==> src/rtl/alu_flag_unit.sv <==
module alu_flag_unit #(
  parameter int W   = 8,
  parameter int NIB = 4
) (
  input  logic         clk,
  input  logic         rst_n,
  input  logic [W-1:0] a,
  input  logic [W-1:0] b,
  input  logic         cin,
  input  logic [2:0]   op,
  input  logic         flag_we,
  input  logic         flag_ld,
  input  logic [W-1:0] flag_din,
  output logic [W-1:0] result,
  output logic         res_we,
  output logic [W-1:0] flags
);
  localparam int SIGN_B = W - 1;
  localparam int ZERO_B = W - 2;
  localparam int AUX_B  = NIB;
  localparam int PAR_B  = NIB / 2;
  localparam int CY_B   = 0;
  localparam logic [W-1:0] USED = (W'(1) << SIGN_B) | (W'(1) << ZERO_B) |
                                  (W'(1) << AUX_B) | (W'(1) << PAR_B) | (W'(1) << CY_B);

  localparam logic [2:0] OP_ADD = 3'd0, OP_ADC = 3'd1, OP_SUB = 3'd2, OP_SBB = 3'd3,
                         OP_CMP = 3'd4, OP_AND = 3'd5, OP_OR  = 3'd6, OP_XOR = 3'd7;

  logic [W:0]   wide;
  logic [NIB:0] lo;
  logic         use_c, arith;
  logic [W-1:0] nf;

  assign use_c  = ((op == OP_ADC) || (op == OP_SBB)) && cin;
  assign arith  = (op <= OP_CMP);
  assign res_we = (op != OP_CMP);

  always_comb begin
    wide = '0;
    lo   = '0;
    case (op)
      OP_ADD, OP_ADC: begin
        wide = {1'b0, a} + {1'b0, b} + {{W{1'b0}}, use_c};
        lo   = {1'b0, a[NIB-1:0]} + {1'b0, b[NIB-1:0]} + {{NIB{1'b0}}, use_c};
      end
      OP_SUB, OP_SBB, OP_CMP: begin
        wide = {1'b0, a} - {1'b0, b} - {{W{1'b0}}, use_c};
        lo   = {1'b0, a[NIB-1:0]} - {1'b0, b[NIB-1:0]} - {{NIB{1'b0}}, use_c};
      end
      OP_AND:  wide = {1'b0, a & b};
      OP_OR:   wide = {1'b0, a | b};
      default: wide = {1'b0, a ^ b};
    endcase
  end

  assign result = wide[W-1:0];

  always_comb begin
    nf         = '0;
    nf[SIGN_B] = result[W-1];
    nf[ZERO_B] = (result == '0);
    nf[AUX_B]  = arith && lo[NIB];
    nf[PAR_B]  = ~^result;
    nf[CY_B]   = arith && wide[W];
  end

  always_ff @(posedge clk or negedge rst_n) begin
    if (!rst_n)       flags <= '0;
    else if (flag_ld) flags <= flag_din & USED;
    else if (flag_we) flags <= nf;
  end
endmodule


==> config.mk <==
export PLATFORM = sky130hd
export DESIGN_NAME = alu_flag_unit
export DESIGN_NICKNAME = d
export VERILOG_FILES = /design/src/rtl/alu_flag_unit.sv
export SDC_FILE = /design/constraint.sdc
export NUM_CORES = 1
export LEC_CHECK = 0
export ABC_AREA = 1
export BUFFER_PORTS_ARGS = -buffer_cell sky130_fd_sc_hd__buf_2
export CORE_MARGIN = 1
export CORE_UTILIZATION = 48
export CTS_CLUSTER_DIAMETER = 150
export DETAILED_ROUTE_END_ITERATION = 16
export PLACE_DENSITY_LB_ADDON = 0.15
export SYNTH_ARGS = -nofsm -noshare
export SYNTH_HDL_FRONTEND = slang
export SYNTH_SLANG_ARGS = --single-unit
==> constraint.sdc <==
create_clock -name clk -period 1.97 [get_ports clk]
set_clock_uncertainty 0.1 [all_clocks]
set_input_delay 0.0985 -clock clk [delete_from_list [all_inputs] [get_ports clk]]
set_output_delay 0.0985 -clock clk [all_outputs]
set_load 0.1 [all_outputs]
==> summary.txt, run 1 <==
Setup path
  – Critical R2R Capture: flags[0]$_DFFE_PN0P_
  – Arr. time, crit path: 2440 ps
  – Worst Reg-to-Reg Cells: 2
  – Worst reg2reg setup slack: 1150 ps
  – Critical Path Sink Type: flop
  – Setup crit start kind: input port
  – Crit path max fanout: 2
  – Critical Path RT: 2000 ps
  – Worst r2r src: flags[0]$_DFFE_PN0P_
  – Critical path class: input port to flop

Clock tree
  – H-Tree Depth: 1
  – Latest clock arrival within the worst-skew pair: 250 ps
  – Clock root buffer: clkbuf_4
  – Total CTS buffers: 3
  – Reg clk slew, reported paths: 40 ps
  – CTS tree: built
  – Clk sinks: 5
  – Clock tree buffer depth: 2

Die
  – Die Wd: 61.9 um
  – DIE AREA: 3830 um2
  – Initial Util: 50.8%
  – Die Y: 61.9 um
  – Ports: 49
  – Core Area: 3390 um2
  – Row cnt: 21

Synthesis
  – Most common cell in the netlist: inv_1
  – Top FF cell, synth: dfrtp_1
  – Xor and xnor fraction of the mapped netlist area: 2.03%
  – Adder-Cell Fraction of Synth Area: 27.9%
  – Synth cell count leaders: inv_1 (61), nand2_1 (57), ha_1 (32)
  – Post-synth cell types: 36
  – Top cells by area, synth: ha_1 (23%), inv_1 (13%), nand2_1 (12%)
  – Post-synth EDFFs: 0
  – Post-synthesis simple-gate area fraction: 32.3%
  – Mux share of post-synthesis cell area: 0%
  – Post-synthesis cell count: 277
  – Synth Register Bits: 5
  – Avg Cell Area, Syn: 6.22 um2
  – Synth top area share: 23.2%
  – Seq/Total Area, Yosys: 7.26%
  – Post-synth top area cell: ha_1
  – Mapped Area: 1720 um2
  – Synth async-reset ratio: 100%
  – Combinational family with the most area after synthesis: simple AND/OR/NAND/NOR gates
  – Yosys warnings: 0
  – Compound-cell area share of the yosys netlist: 13.6%

Drt
  – Detailed-route vias per instance: 5.14
  – Drt first pass iters: 4
  – Avg WL per Cell: 12.5 um
  – Remaining DRCs: 0
  – Final WL: 5.49 mm
  – Detail Route Antenna Nets: 0
  – DRC marker count from the first detailed-route iteration: 66
  – Total vias in the final route: 2261

Global routing
  – First-pass GRT wire length: 8.26 mm
  – Vias in the first global route: 2100
  – Total grt overflow: 0
  – Largest net degree at the start of global routing: 9
  – Initial antenna violation count: 0
  – GRT Total Usage: 29.1%

Hold path
  – Worst hold path type: input port to flop
  – Hold EP: flags[0]$_DFFE_PN0P_
  – Hold_sp: flag_din[0]
  – Hold path depth: 3

STA
  – Period utilization: 122%
  – Final Hold Vio Count: 0
  – Final setup fails: 11
  – Hold WS: 11.3 ps
  – Final slew viol count: 0
  – Max Freq: 415 MHz
  – Setup TNS: -2560 ps
  – Fin crit period: 2410 ps
  – RSZ-0062 raised after global routing: true
  – Slack of the critical path: -441 ps

Place
  – Final GP Congestion: 0.865
  – Number of port buffers: 42
  – DP Cell Count: 424
  – DP HPWL: 4.11 mm

Layout
  – Nets@finish: 463
  – Utilization after layout: 86.3%
  – Layout cells sized above 1: 43.7%
  – Register Area: 125 um2
  – Register bank with the most flops: flags
  – N_diodes: 0
  – Count of non-filler cells in the finished layout: 440
  – Fill count: 206
  – Area Growth Syn to Fin: 69.9%
  – Area occupied by multi-input gates: 1510 um2
  – Max reg flops: 5
  – Largest regs: flags (5)

Outcome
  – Status: finished with violations
  – Failing checks: negative setup slack

Power and ir drop
  – Sw power: 0.937 mW
  – Pleak: 1.60 nW
  – Logic pwr share: 85.4%
  – Final Total Pwr: 1.73 mW
  – Switch share: 54.2%
  – Sequential fraction of design power: 7.4%
  – Maximum vdd drop: 0.379 mV
  – Int Pwr: 0.791 mW
  – Clock Power Share: 7.1%
  – Pwr/cell area: 591 nW/um2

Run
  – Maxcap violations: 0
==> cell type report <==
cell class	count	share of cell area (%)
Inverter	65	9.49
Multi-Input combinational cell	204	51.5
Sequential cell	5	4.28
Clock buffer	4	0.898
Tap cell	46	1.97
Timing Repair Buffer	116	31.9
==> worst max-delay path, stage by stage <==
cell      delay [ps]
buf_12           120
inv_16            40
nand3_4           70
fa_2             380
fa_2             390
buf_6            140
nand4_1           90
nand3_1           90
nand2_1           90
nand3_2           70
nand4_1          110
inv_2             60
ha_4             260
xor2_1           190
xnor2_1          140
o211ai_1         100
==> how the worst max path moves through the flow <==
stage | cells past startpoint | to | slack (ps) | start
floorplan | 13 | flags[2]$_DFFE_PN0P_ | -1300 | op[2]
global placement | 16 | flags[2]$_DFFE_PN0P_ | -800 | op[2]
detailed placement | 16 | flags[2]$_DFFE_PN0P_ | -880 | op[2]
CTS | 16 | flags[2]$_DFFE_PN0P_ | -520 | op[2]
global route | 21 | flags[2]$_DFFE_PN0P_ | -550 | op[2]
finish | 16 | flags[2]$_DFFE_PN0P_ | -440 | op[2]
==> cells by family (layout without fill, tap and decap cells) <==
kind of cell / count (synthesis) / count (layout)
simple gates: 123 / 123
buf+inv: 70 / 185
compound gates: 38 / 38
fa+ha+maj: 36 / 36
flops: 5 / 5
xor+xnor: 4 / 4
other cells: 1 / 3
==> layer usage <==
| metal | vias to the layer above | part of all wire (%) | GRT usage [%] |
|---|---|---|---|
| li1 | 1118 | - | - |
| met1 | 1020 | 40 | 31.5 |
| met2 | 100 | 51 | 54.2 |
| met3 | 23 | 5.3 | 3.31 |
| met4 | 0 | 3.6 | 16.8 |
| met5 | - | 0 | 0 |
==> power by group through the flow <==
stage | logic [mW] | clock network, mW | registers [mW]
floorplan | 0.741 | 0 | 0.251
global placement | 1.30 | 0 | 0.127
detailed placement | 1.31 | 0 | 0.128
CTS | 1.42 | 0.126 | 0.127
global route | 1.57 | 0.136 | 0.130
finish | 1.48 | 0.123 | 0.129
==> through the flow <==
step / setup WS (ps) / instance area (um2)
floorplan: -1300 / 1840
global route: -550 / 2930
CTS: -515 / 2850
detailed placement: -878 / 2640
global placement: -798 / 2640
finish: -441 / 2930
==> timing repair <==
action,CTS,global route
endpoints found under the setup margin,10,12
hold buffers,5,0
cloned,0,0
buffers inserted,6,3
resized for setup,27,17
pin swaps,25,17
hold endpoints to repair,9,0
==> cell usage in the layout, fill, tap and decap left out, drive strengths merged, types with 2 or more instances in the layout <==
cell type / n
clkbuf: 4
conb: 3
dlygate4sd3: 5
nand3: 27
a22oi: 2
dfrtp: 5
or2: 2
fa: 4
o22ai: 2
nor2: 20
clkinvlp: 2
o211ai: 4
nand4: 11
a21oi: 13
nor3: 2
o21ai: 12
xnor2: 2
xor2: 2
ha: 32
nand2: 59
inv: 62
buf: 111
Power figures use the tool's default switching activity.
==> run 2, diff against run 1 <==
--- a/config.mk
+++ b/config.mk
@@ -15,3 +15,4 @@
 export SYNTH_ARGS = -nofsm -noshare
 export SYNTH_HDL_FRONTEND = slang
 export SYNTH_SLANG_ARGS = --single-unit
+export TNS_END_PERCENT = 1
==> run 2 against run 1 <==
Effect of this change: the run still ends with negative setup slack left; critical path depth shrank 1; sequential cell count unchanged; first-iteration DRC count is 95% higher; total power is 1.6% lower; clock-buffer cell count unchanged; die area stayed put; worst setup slack better by 2.7 ps; sequential share of layout area increased by 0.18 points; via count fell by 1.1%; utilization fell by 3.5 points; design area shrank 4.0%.
==> summary.txt, run 2 (same netlist as run 1, synthesis figures left out) <==
STA
  – Final setup fails: 9 (-2)
  – Fin crit period: 2410 ps (-2.66 ps)
  – Slack of the critical path: -438 ps (+2.66 ps)
  – Period utilization: 122% (-0.13 points)
  – RSZ-0062 raised after global routing: true
  – Max Freq: 415 MHz (+0.11%)
  – Final Hold Vio Count: 0 (unchanged)
  – Final slew viol count: 0 (unchanged)

Place
  – DP HPWL: 4.01 mm (-2.5%)
  – Number of port buffers: 42 (unchanged)
  – Final GP Congestion: 0.946 (+9.4%)

Power and ir drop
  – Maximum vdd drop: 0.447 mV (+18%)
  – Pleak: 1.59 nW (-0.65%)
  – Final Total Pwr: 1.70 mW (-1.6%)
  – Pwr/cell area: 605 nW/um2 (+2.5%)

Drt
  – Avg WL per Cell: 12.6 um (+1.3%)
  – Drt first pass iters: 5 (+1)
  – Detailed-route vias per instance: 5.12 (-0.38%)
  – Detail Route Antenna Nets: 0 (unchanged)
  – Total vias in the final route: 2237 (-1.1%)
  – DRC marker count from the first detailed-route iteration: 129 (+95%)
  – Remaining DRCs: 0 (unchanged)
  – Final WL: 5.52 mm (+0.62%)

Global routing
  – Vias in the first global route: 2072 (-1.3%)
  – First-pass GRT wire length: 8.55 mm (+3.5%)
  – GRT Total Usage: 29.5% (+0.47 points)
  – Largest net degree at the start of global routing: 10 (+1)
  – Total grt overflow: 0 (unchanged)
  – Initial antenna violation count: 0 (unchanged)

Clock tree
  – H-Tree Depth: 1 (unchanged)
  – Clock tree buffer depth: 2 (unchanged)
  – CTS tree: built
  – Reg clk slew, reported paths: 50 ps (about the same)
  – Latest clock arrival within the worst-skew pair: 230 ps (-20 ps)
  – Clock root buffer: clkbuf_4
  – Total CTS buffers: 3 (unchanged)
  – Clk sinks: 5 (unchanged)

Die
  – Row cnt: 21 (unchanged)
  – Ports: 49 (unchanged)
  – Die Y: 61.9 um (unchanged)
  – Initial Util: 50.8% (unchanged)
  – DIE AREA: 3830 um2 (unchanged)
  – Core Area: 3390 um2 (unchanged)
  – Die Wd: 61.9 um (unchanged)

Setup path
  – Arr. time, crit path: 2410 ps (-30 ps)
  – Setup crit start kind: input port
  – Critical Path Sink Type: flop
  – Slowest-stage cell, CP: fa_2
  – Critical path class: input port to flop
  – Critical Path RT: 1980 ps (-20 ps)
  – CP peak stage delay: 380 ps (about the same)
  – CP Cell Sequence: buf_8 > inv_6 > nand3_4 > fa_2 > ha_1 > nand2_1 > nand2_2 > inv_2 > o21ai_0 > nand3_2 > a21oi_2 > ha_1 > xnor2_2 > xnor2_1 > o211ai_1
  – Most used cell, CP: ha_1
  – Crit path max fanout: 3 (+1)

Layout
  – Fill count: 216 (+4.9%)
  – Largest regs: flags (5)
  – Utilization after layout: 82.9% (-3.5 points)
  – Area Growth Syn to Fin: 63.0%
  – Most common cell after layout, fill and taps aside: buf_4
  – Commonest cells after routing, fill and taps aside: buf_4 (65), inv_1 (53), nand2_1 (52)
  – Layout cells sized above 1: 40.2% (-3.5 points)
  – Nets@finish: 460 (-0.65%)
  – N_diodes: 0 (unchanged)
  – Max reg flops: 5 (unchanged)
  – Register bank with the most flops: flags

Run
  – Maxcap violations: 0 (unchanged)

Outcome
  – Failing checks: negative setup slack
  – Status: finished with violations

Hold path
  – Worst hold path type: input port to flop
==> run 2: layer usage <==
metal,vias up,wire length (um),GRT usage (%)
met1,1022,2280,35.7
met5,-,0,0
met3,14,268,1.66
met4,0,119,9.84
li1,1111,-,-
met2,90,2850,55.3
==> run 2: repair_timing <==
item | CTS | global route
buffers inserted | 7 | 3
hold buffers | 2 | 0
hold endpoints to repair | 6 | 0
resized for setup | 17 | 17
endpoints found under the setup margin | 10 | 11
pin swaps | 20 | 14
==> run 2: per-stage QoR <==
step	TNS [ps]	setup slack (ps)	hold slack [ps]	area, um2	std cells
global placement	-2970	-741	-182	2570	422
floorplan	-4110	-1300	-297	1770	279
detailed placement	-3460	-799	-182	2570	422
finish	-2810	-438	4.57	2810	437
CTS	-2850	-516	2.00	2740	435
global route	-4050	-607	3.09	2810	437
==> run 2: area by class of cell <==
class | count | area (um2) | area share [%]
multi-input combinational | 204 | 1450 | 51.6
timing repair buffer | 113 | 893 | 31.8
inverter | 65 | 256 | 9.13
sequential | 5 | 125 | 4.45
tap | 46 | 57.6 | 2.05
clock buffer | 4 | 26.3 | 0.935
==> run 2: worst paths after layout <==
check                                     startpoint                    to  slack, ps  depth (start not counted)
worst max register to register  flags[7]$_DFFE_PN0P_  flags[7]$_DFFE_PN0P_       1170                          2
min in group asynchronous                      rst_n  flags[7]$_DFFE_PN0P_        110                          2
worst min register to register  flags[0]$_DFFE_PN0P_  flags[0]$_DFFE_PN0P_        390                          2
worst min-delay path                     flag_din[7]  flags[7]$_DFFE_PN0P_          5                          3
worst max-delay path                           op[2]  flags[2]$_DFFE_PN0P_       -440                         15
max in group asynchronous                      rst_n  flags[4]$_DFFE_PN0P_       1520                          2
==> run 2: where the power goes <==
| group | total (mW) | internal [mW] | switching [mW] |
|---|---|---|---|
| Clock | 0.115 | 0.0763 | 0.0384 |
| Combinational | 1.46 | 0.585 | 0.874 |
| Sequential | 0.126 | 0.119 | 0.00690 |
==> run 2: critical path: cells and delay by family <==
kind / cells / cell delay, ps
AO/OA/AOI/OAI: 3 / 530
XOR/XNOR: 2 / 300
AND/OR/NAND/NOR: 4 / 350
buffers and inverters: 3 / 200
adder cells (fa/ha/maj): 3 / 950
==> run 3, diff against run 2 <==
--- a/config.mk
+++ b/config.mk
@@ -8,7 +8,7 @@
 export ABC_AREA = 1
 export BUFFER_PORTS_ARGS = -buffer_cell sky130_fd_sc_hd__buf_2
 export CORE_MARGIN = 1
-export CORE_UTILIZATION = 48
+export CORE_UTILIZATION = 40
 export CTS_CLUSTER_DIAMETER = 150
 export DETAILED_ROUTE_END_ITERATION = 16
 export PLACE_DENSITY_LB_ADDON = 0.15
==> run 3 against run 2 <==
Effect of this change: the flow still finishes with violations (negative setup slack); non-clock buffer count shrank 9; worst hold slack better by 3.9 ps; utilization fell by 16 points; clock power up 67%; sequential share of layout area rose by 0.19 points; sequential power barely moved; die area is 19% higher; wire length fell by 13%; final cell count down 1.1%; critical endpoint unchanged; largest power group unchanged.
==> summary.txt, run 3 (same netlist as run 1, synthesis figures left out) <==
Outcome
  – Status: finished with violations
  – Failing checks: negative setup slack

Die
  – Ports: 49 (unchanged)
  – Initial Util: 42.5% (-8.4 points)
  – Core Area: 4060 um2 (+20%)
  – Die Y: 67.6 um (+9.2%)
  – DIE AREA: 4570 um2 (+19%)
  – Row cnt: 23 (+9.5%)
  – Die Wd: 67.6 um (+9.2%)

Run
  – Maxcap violations: 0 (unchanged)

Layout
  – Fill count: 372 (+72%)
  – Register Area: 125 um2 (unchanged)
  – Utilization after layout: 66.4% (-16 points)
  – N_diodes: 0 (unchanged)
  – Max reg flops: 5 (unchanged)
  – Post-route cell area: 2690 um2 (-4.1%)
  – Nets@finish: 451 (-2.0%)
  – Count of non-filler cells in the finished layout: 432 (-1.1%)
  – Commonest cells after routing, fill and taps aside: buf_4 (60), nand2_1 (57), inv_1 (56)
  – Most common cell after layout, fill and taps aside: buf_4
  – Area Growth Syn to Fin: 56.4%
  – Area occupied by multi-input gates: 1400 um2 (-3.6%)
  – Register bank with the most flops: flags
  – Layout cells sized above 1: 35.9% (-4.3 points)
  – Largest regs: flags (5)

Setup path
  – Critical path class: input port to flop
  – Critical Path Sink Type: flop
  – Worst Reg-to-Reg Cells: 2 (unchanged)
  – Critical Path RT: 2010 ps (+30 ps)
  – Arr. time, crit path: 2510 ps (+100 ps)
  – Crit path max fanout: 3 (unchanged)
  – Setup crit start kind: input port

Clock tree
  – CTS tree: built
  – Clock root buffer: clkbuf_8
  – Total CTS buffers: 3 (unchanged)
  – Reg clk slew, reported paths: 40 ps (about the same)
  – H-Tree Depth: 1 (unchanged)
  – Post-CTS setup buffers: 0 (-7)
  – Clk sinks: 5 (unchanged)
  – Clock tree buffer depth: 2 (unchanged)
  – Latest clock arrival within the worst-skew pair: 220 ps (about the same)

Global routing
  – Vias in the first global route: 1856 (-10%)
  – GRT Total Usage: 22.3% (-7.2 points)
  – First-pass GRT wire length: 7.77 mm (-9.1%)
  – Largest net degree at the start of global routing: 10 (unchanged)
  – Initial antenna violation count: 0 (unchanged)
  – Total grt overflow: 0 (unchanged)

Hold path
  – Hold path depth: 3 (unchanged)
  – Worst hold path type: input port to flop

Place
  – DP HPWL: 4.12 mm (+2.7%)
  – DP Area: 2580 um2 (+0.49%)
  – Setup WS pre-CTS: -800 ps (-0.691 ps)
  – DP Cell Count: 427 (+1.2%)
  – Final GP Congestion: 0.867 (-8.3%)
  – Number of port buffers: 42 (unchanged)

Drt
  – Total vias in the final route: 2102 (-6.0%)
  – DRC marker count from the first detailed-route iteration: 80 (-38%)
  – Detail Route Antenna Nets: 0 (unchanged)
  – Detailed-route vias per instance: 4.87 (-4.9%)
  – Drt first pass iters: 4 (-1)
  – Remaining DRCs: 0 (unchanged)
  – Avg WL per Cell: 11.2 um (-12%)
  – Final WL: 4.82 mm (-13%)

STA
  – Final slew viol count: 0 (unchanged)
  – RSZ-0062 raised after global routing: true
  – Slack of the critical path: -508 ps (-69.7 ps)
  – Fin crit period: 2480 ps (+69.7 ps)
  – Setup TNS: -1890 ps (+916 ps)
  – Max Freq: 404 MHz (-2.8%)
  – Final setup fails: 9 (unchanged)
  – Period utilization: 126% (+3.5 points)
  – Final Hold Vio Count: 0 (unchanged)

Power and ir drop
  – Sequential fraction of design power: 7.7% (+0.3 points)
  – Sw power: 0.886 mW (-3.6%)
  – Pwr/cell area: 620 nW/um2 (+2.5%)
  – Clock Power Share: 11.5% (+4.8 points)
  – Maximum vdd drop: 0.255 mV (-43%)
  – Logic pwr share: 80.9% (-4.9 points)
  – Pleak: 1.55 nW (-2.5%)
  – Switch share: 53.0% (-1.1 points)
  – Int Pwr: 0.785 mW (+0.54%)
==> run 3: what timing repair did <==
item | in CTS | in global routing
pin swaps | 6 | 3
resized for setup | 5 | 11
gates cloned | 0 | 0
hold buffers | 1 | 0
setup endpoints to repair | 9 | 11
hold endpoints to repair | 5 | 0
==> run 3: metrics by stage <==
stage	hold WS [ps]	total power, mW
2_1_floorplan	-297	0.965
3_3_place_gp	-182	1.42
3_5_place_dp	-182	1.43
4_1_cts	8.04	1.64
5_1_grt	12.5	1.79
6_report	8.48	1.67
==> run 3: critical path: stages <==
cell and delay (ps):
buf_8 100, inv_4 50, nand3_4 80, fa_2 370
fa_2 370, nor2_2 160, o21ai_2 80, a21oi_1 120
o21ai_1 90, nand2_1 60, nor2_1 40, nand2_1 100
inv_1 60, ha_1 320, xnor2_2 140, xnor2_1 130
o211ai_1 160
==> run 3: per-layer routing <==
metal  global-route usage, %  part of all wire (%)
met1                    27.0                    44
met2                    40.3                    49
met3                    1.69                   5.4
met4                    8.24                   1.2
met5                       0                     0
==> run 3: area by class of cell <==
class / count / share of cell area, %
Multi-Input combinational cell: 204 / 51.9
Timing Repair Buffer: 104 / 30.1
Inverter: 65 / 9.34
Sequential cell: 5 / 4.64
Tap cell: 50 / 2.32
Clock buffer: 4 / 1.67
==> run 3: power by group through the flow <==
stage | registers [mW] | logic [mW] | clock network [mW]
final | 0.128 | 1.35 | 0.192
after global routing | 0.131 | 1.45 | 0.204
after CTS | 0.128 | 1.32 | 0.195
after detailed placement | 0.129 | 1.31 | 0
after global placement | 0.128 | 1.29 | 0
after floorplan | 0.251 | 0.714 | 0
==> run 3: worst paths after layout <==
kind / end / from / slack [ps]
max in group asynchronous: flags[4]$_DFFE_PN0P_ / rst_n / 1520
min reg2reg: flags[7]$_DFFE_PN0P_ / flags[7]$_DFFE_PN0P_ / 390
min: flags[4]$_DFFE_PN0P_ / flag_din[4] / 8
max: flags[2]$_DFFE_PN0P_ / op[2] / -510
min in group asynchronous: flags[2]$_DFFE_PN0P_ / rst_n / 120
max reg2reg: flags[7]$_DFFE_PN0P_ / flags[7]$_DFFE_PN0P_ / 1170
